## src/rtl/cfg_ldr_pkg.sv

```systemverilog
package cfg_ldr_pkg;

    typedef enum logic [1:0] {
        LD_HOLD = 2'd0,
        LD_PAR  = 2'd1,
        LD_SER  = 2'd2
    } ld_state_e;

endpackage

```

## src/rtl/cfg_sync.sv

```systemverilog
module cfg_sync #(
    parameter int            W       = 1,
    parameter int            STAGES  = 2,
    parameter logic [W-1:0]  RST_VAL = '0
) (
    input  logic         clk,
    input  logic         rst_n,
    input  logic [W-1:0] d,
    output logic [W-1:0] q
);

    logic [STAGES-1:0][W-1:0] pipe;

    always_ff @(posedge clk or negedge rst_n) begin
        if (!rst_n) begin
            for (int i = 0; i < STAGES; i++) pipe[i] <= RST_VAL;
        end else begin
            pipe[0] <= d;
            for (int i = 1; i < STAGES; i++) pipe[i] <= pipe[i-1];
        end
    end

    assign q = pipe[STAGES-1];

endmodule

```

## src/rtl/ser_shift.sv

```systemverilog
module ser_shift #(
    parameter int LEN = 14
) (
    input  logic           clk,
    input  logic           rst_n,
    input  logic           sclk_lvl,
    input  logic           sdat_lvl,
    output logic [LEN-1:0] sr,
    output logic           shift_pulse
);

    logic sclk_prev;

    always_ff @(posedge clk or negedge rst_n) begin
        if (!rst_n) sclk_prev <= 1'b0;
        else        sclk_prev <= sclk_lvl;
    end

    assign shift_pulse = sclk_lvl & ~sclk_prev;

    always_ff @(posedge clk or negedge rst_n) begin
        if (!rst_n)           sr <= '0;
        else if (shift_pulse) sr <= {sr[LEN-2:0], sdat_lvl};
    end

endmodule

```

## src/rtl/cfg_latch_fsm.sv

```systemverilog
module cfg_latch_fsm
    import cfg_ldr_pkg::*;
#(
    parameter int              M_W   = 9,
    parameter int              N_W   = 2,
    parameter int              T_W   = 3,
    parameter logic [M_W-1:0]  M_RST = '0,
    parameter logic [N_W-1:0]  N_RST = '0
) (
    input  logic           clk,
    input  logic           rst_n,
    input  logic           par_lvl,
    input  logic           ser_lvl,
    input  logic [M_W-1:0] par_m,
    input  logic [N_W-1:0] par_n,
    input  logic [M_W-1:0] sr_m,
    input  logic [N_W-1:0] sr_n,
    input  logic [T_W-1:0] sr_t,
    output logic [M_W-1:0] cfg_m,
    output logic [N_W-1:0] cfg_n,
    output logic [T_W-1:0] cfg_t
);

    ld_state_e state, state_nx;

    // parallel strobe low beats everything; serial strobe only counts otherwise
    always_comb begin
        unique case ({par_lvl, ser_lvl})
            2'b00, 2'b01: state_nx = LD_PAR;
            2'b11:        state_nx = LD_SER;
            default:      state_nx = LD_HOLD;
        endcase
    end

    always_ff @(posedge clk or negedge rst_n) begin
        if (!rst_n) state <= LD_HOLD;
        else        state <= state_nx;
    end

    always_ff @(posedge clk or negedge rst_n) begin
        if (!rst_n) begin
            cfg_m <= M_RST;
            cfg_n <= N_RST;
            cfg_t <= '0;
        end else begin
            unique case (state)
                LD_PAR: begin
                    cfg_m <= par_m;
                    cfg_n <= par_n;
                    cfg_t <= '0;
                end
                LD_SER: begin
                    cfg_m <= sr_m;
                    cfg_n <= sr_n;
                    cfg_t <= sr_t;
                end
                default: begin
                    cfg_m <= cfg_m;
                    cfg_n <= cfg_n;
                    cfg_t <= cfg_t;
                end
            endcase
        end
    end

endmodule

```

## src/rtl/synth_cfg_loader.sv

```systemverilog
module synth_cfg_loader #(
    parameter int              M_W         = 9,
    parameter int              N_W         = 2,
    parameter int              T_W         = 3,
    parameter int              SYNC_STAGES = 2,
    parameter logic [M_W-1:0]  M_RST       = 9'd256,
    parameter logic [N_W-1:0]  N_RST       = '0
) (
    input  logic           clk,
    input  logic           rst_n,
    input  logic           par_load,
    input  logic [M_W-1:0] par_m,
    input  logic [N_W-1:0] par_n,
    input  logic           ser_clk,
    input  logic           ser_data,
    input  logic           ser_load,
    output logic [M_W-1:0] cfg_m,
    output logic [N_W-1:0] cfg_n,
    output logic [T_W-1:0] cfg_t,
    output logic           sr_last
);

    localparam int SR_W = T_W + N_W + M_W;
    localparam int PB_W = M_W + N_W;

    logic            par_lvl, ser_lvl, sclk_lvl, sdat_lvl, shift_pulse;
    logic [PB_W-1:0] par_bus_s;
    logic [M_W-1:0]  par_m_s;
    logic [N_W-1:0]  par_n_s;
    logic [SR_W-1:0] sr;

    // parallel strobe idles high so reset does not start a parallel load
    cfg_sync #(.W(1), .STAGES(SYNC_STAGES), .RST_VAL(1'b1)) u_sync_pl (
        .clk(clk), .rst_n(rst_n), .d(par_load), .q(par_lvl));

    cfg_sync #(.W(1), .STAGES(SYNC_STAGES), .RST_VAL(1'b0)) u_sync_sl (
        .clk(clk), .rst_n(rst_n), .d(ser_load), .q(ser_lvl));

    cfg_sync #(.W(2), .STAGES(SYNC_STAGES), .RST_VAL(2'b00)) u_sync_sp (
        .clk(clk), .rst_n(rst_n), .d({ser_clk, ser_data}), .q({sclk_lvl, sdat_lvl}));

    cfg_sync #(.W(PB_W), .STAGES(SYNC_STAGES), .RST_VAL('0)) u_sync_pb (
        .clk(clk), .rst_n(rst_n), .d({par_m, par_n}), .q(par_bus_s));

    assign par_m_s = par_bus_s[PB_W-1:N_W];
    assign par_n_s = par_bus_s[N_W-1:0];

    ser_shift #(.LEN(SR_W)) u_shift (
        .clk(clk), .rst_n(rst_n), .sclk_lvl(sclk_lvl), .sdat_lvl(sdat_lvl),
        .sr(sr), .shift_pulse(shift_pulse));

    assign sr_last = sr[SR_W-1];

    cfg_latch_fsm #(
        .M_W(M_W), .N_W(N_W), .T_W(T_W), .M_RST(M_RST), .N_RST(N_RST)
    ) u_fsm (
        .clk(clk), .rst_n(rst_n),
        .par_lvl(par_lvl), .ser_lvl(ser_lvl),
        .par_m(par_m_s), .par_n(par_n_s),
        .sr_m(sr[M_W-1:0]), .sr_n(sr[M_W+N_W-1:M_W]), .sr_t(sr[SR_W-1:M_W+N_W]),
        .cfg_m(cfg_m), .cfg_n(cfg_n), .cfg_t(cfg_t));

endmodule

```

## config.mk

```make
export PLATFORM = sky130hd
export DESIGN_NAME = synth_cfg_loader
export DESIGN_NICKNAME = d
export VERILOG_FILES = /design/src/rtl/cfg_ldr_pkg.sv /design/src/rtl/cfg_sync.sv /design/src/rtl/ser_shift.sv /design/src/rtl/cfg_latch_fsm.sv /design/src/rtl/synth_cfg_loader.sv
export SDC_FILE = /design/constraint.sdc
export NUM_CORES = 1
export LEC_CHECK = 0
export BUFFER_PORTS_ARGS = -buffer_cell sky130_fd_sc_hd__clkbuf_2
export CORE_ASPECT_RATIO = 2
export CORE_MARGIN = 4
export CORE_UTILIZATION = 49
export DETAILED_ROUTE_END_ITERATION = 6
export PLACE_DENSITY = 0.73
export SLEW_MARGIN = 20
export SYNTH_ARGS = -nofsm -noshare
export SYNTH_HDL_FRONTEND = slang
export SYNTH_SLANG_ARGS = --single-unit
```

## constraint.sdc

```tcl
create_clock -name clk -period 1.3 [get_ports clk]
set_clock_uncertainty 0.05 [all_clocks]
set_input_delay 0.13 -clock clk [delete_from_list [all_inputs] [get_ports clk]]
set_output_delay 0.13 -clock clk [all_outputs]
set_load 0.02 [all_outputs]
```

==> impl_metrics.tcl <==
set metrics [dict create \
    grt_pass1_wl_um 5582 \
    combPwrFrac 0.151 \
    drt_wl_total_um 3189 \
    syn-cell-area_mm2 0.002074 \
    drv_slew 0 \
    rows 33 \
    synthDistinctLibCells 16 \
    vias 1123 \
    fin_nets 205 \
    io_buffers 31 \
    cts_tree "yes" \
    numCtsBuffers 9 \
    power_frac_seq 0.492 \
    fin_cells 243 \
    pin_count 32 \
    finalWorstSetupSlack_ns 0.04708 \
    final-setup-viol-count 0 \
    wire_per_inst_um 13.12 \
    rsz0062_at_grt "yes" \
    drtAntennaViolNets 0 \
    critPathArrivalTime_ns 1.44 \
    drv_cap 0 \
    dp_hpwl_um 2046 \
    core-area_mm2 0.004088 \
    min_period_ns 1.253 \
    drc 0 \
    dp_slack_ns 0.03435 \
    die_w_um 54.01 \
    slew_headroom 0.7964 \
    power_density_mw_per_mm2 1796 \
    cp-start-kind "flop" \
    antennaDiodeCount 0 \
    drive_gt1_frac 0.3927 \
    area_growth_syn_to_layout_pct 33.41 \
    ys_warn_count 0 \
    h-tree-depth 3 \
    start_util 0.5075 \
    via_per_inst 4.621 \
    tightestPinTransition_ns 0.3054 \
    power_switching_w 0.001248 \
    syn_inst 129 \
    p_int_w 0.003723 \
    min_path_type "primary input to async pin" \
    post-route-period-util 0.9638 \
    drt_iter0_markers 20 \
    p_leak_nw 1.289 \
    worst-setup-path-type "flop to flop" \
    required_ns 1.49 \
    dr.pass1.iters 4 \
    clockBufferDepth 2 \
    critical_path.max_fanout 5 \
    root_buffer "clkbuf_8" \
    place_area_mm2 0.002322 \
    finalInstanceArea_mm2 0.002768 \
    die_area_mm2 0.005402 \
    cts.sinks 61 \
    synth.net_count 148 \
    finalHoldViolations 0 \
    cts.clk_slew.worst_paths_ns 0.07 \
    gr-total-overflow 0 \
    dp.cells 210 \
    end_kind "flop" \
    ys_ff_latch 61 \
    yosysSeqAreaShare 0.7376 \
    vdd_ir_drop_max_mv 1.201 \
    status "finished, final reports clean" \
    pwr-share-clk 0.357 \
    clock_latency_ns 0.33 \
    max_freq_ghz 0.7981 \
    grt_start_max_net_pins 62 \
    swShare 0.2511 \
    grt_use_total 0.1510 \
    syn_avg_cell_area_um2 16.08 \
    first_global_vias 1237 \
    gp_congestion 0.7643 \
    chipHeight_um 100.0 \
    antenna_found_initial 0 \
]
## through the flow
stage	TNS, ns	power, W	hold slack [ns]	util
finish	0	0.004971	0.2882	0.6771
global route	-0.07579	0.005234	0.3064	0.6771
CTS	0	0.004989	0.2901	0.6599
detailed placement	0	0.003159	0.1123	0.5681
global placement	0	0.003116	0.1011	0.5681
floorplan	0	0.002880	-0.2156	-
## power groups by stage
| stage | clock, W | sequential, W | combinational (W) |
|---|---|---|---|
| 2_1_floorplan | 0 | 0.00250 | 0.000384 |
| 3_3_place_gp | 0 | 0.00244 | 0.000680 |
| 3_5_place_dp | 0 | 0.00246 | 0.000703 |
| 4_1_cts | 0.00182 | 0.00243 | 0.000738 |
| 5_1_grt | 0.00193 | 0.00248 | 0.000823 |
| 6_report | 0.00178 | 0.00244 | 0.000751 |
## timing repair
item | 4_1_cts | 5_1_grt
hold buffers | 16 | 0
gates resized for setup | 0 | 12
buffers inserted | 0 | 0
hold endpoints to repair | 73 | 0
endpoints found under the setup margin | 0 | 10
## per-layer routing
layer / wire length [um] / up-vias / track usage
met4: 78 / 0 / 0.1113
met3: 147 / 5 / 0.05052
met5: 0 / - / 0
met2: 1754 / 23 / 0.2346
li1: - / 543 / -
met1: 1208 / 552 / 0.1637
## placed cells by master (no fill, tap or decap), drive strengths merged
master / instances
ha: 2
mux2i: 11
clkbuf: 42
bufinv: 2
o21ai: 14
nor2b: 1
dlygate4sd3: 16
buf: 4
dfstp: 3
nand2: 17
and2: 1
dfrtp: 58
clkinv: 4
mux2: 14
inv: 2
## cell usage after synthesis (all sizes together)
| library cell | count | share of area |
|---|---|---|
| dfrtp | 58 | 0.70 |
| nand2 | 17 | 0.031 |
| mux2 | 14 | 0.094 |
| o21ai | 14 | 0.034 |
| mux2i | 11 | 0.053 |
| buf | 5 | 0.024 |
| dfstp | 3 | 0.038 |
| ha | 2 | 0.012 |
| inv | 2 | 0.0036 |
| and2 | 1 | 0.0030 |
| clkbuf | 1 | 0.0018 |
| nor2b | 1 | 0.0066 |
## layout make-up
type | count | area (um^2)
flip-flops and latches | 61 | 1530
well taps | 52 | 65.06
repair buffers | 52 | 420.4
clock inverters | 6 | 87.58
inverters | 2 | 7.507
clock buffers | 10 | 127.6
multi-input cells | 60 | 529.3
fillers | 302 | 1320
## worst max-delay path, stage by stage, from the launching register on
cell and delay [ns]:
dfrtp_1 0.43, ha_4 0.20, clkbuf_16 0.16, mux2i_1 0.11
o21ai_0 0.20
## final timing paths
path / from / endpoint / slack, ns / depth (start not counted)
setup / recovery: u_fsm.state[1]$_DFF_PN0_ / u_fsm.cfg_m[8]$_DFFE_PN1P_ / 0.05 / 4
hold / removal: rst_n / u_sync_pb.pipe[5]$_DFF_PN0_ / 0.29 / 3
setup reg to reg: u_fsm.state[1]$_DFF_PN0_ / u_fsm.cfg_m[8]$_DFFE_PN1P_ / 0.05 / 4
hold reg to reg: u_sync_pb.pipe[5]$_DFF_PN0_ / u_sync_pb.q[5]$_DFF_PN0_ / 0.30 / 0
max in group asynchronous: rst_n / u_sync_pl.q$_DFF_PN1_ / 0.61 / 3
min in group clk: u_sync_pb.pipe[5]$_DFF_PN0_ / u_sync_pb.q[5]$_DFF_PN0_ / 0.30 / 0
## registers in the layout, indices dropped and copies added (netlist names)
register,flops
u_sync_pb.q,11
u_sync_pl.pipe,1
u_sync_pb.pipe,11
u_sync_sl.pipe,1
u_fsm.cfg_m,9
u_sync_sp.q,2
u_fsm.cfg_n,2
u_fsm.cfg_t,3
u_fsm.state,2
u_shift.sclk_prev,1
u_sync_sl.q,1
u_sync_sp.pipe,2
u_sync_pl.q,1
u_shift.sr,14
## logic make-up after synthesis
| kind of cell | count (synthesis) | share of synthesized area |
|---|---|---|
| DFF | 61 | 0.7376 |
| buffers and inverters | 8 | 0.02895 |
| muxes | 25 | 0.1472 |
| adders and majority gates | 2 | 0.01206 |
| and+or+nand+nor | 19 | 0.04041 |
| AOI/OAI and AO/OA | 14 | 0.03378 |
(Power assumes the default switching activity.)
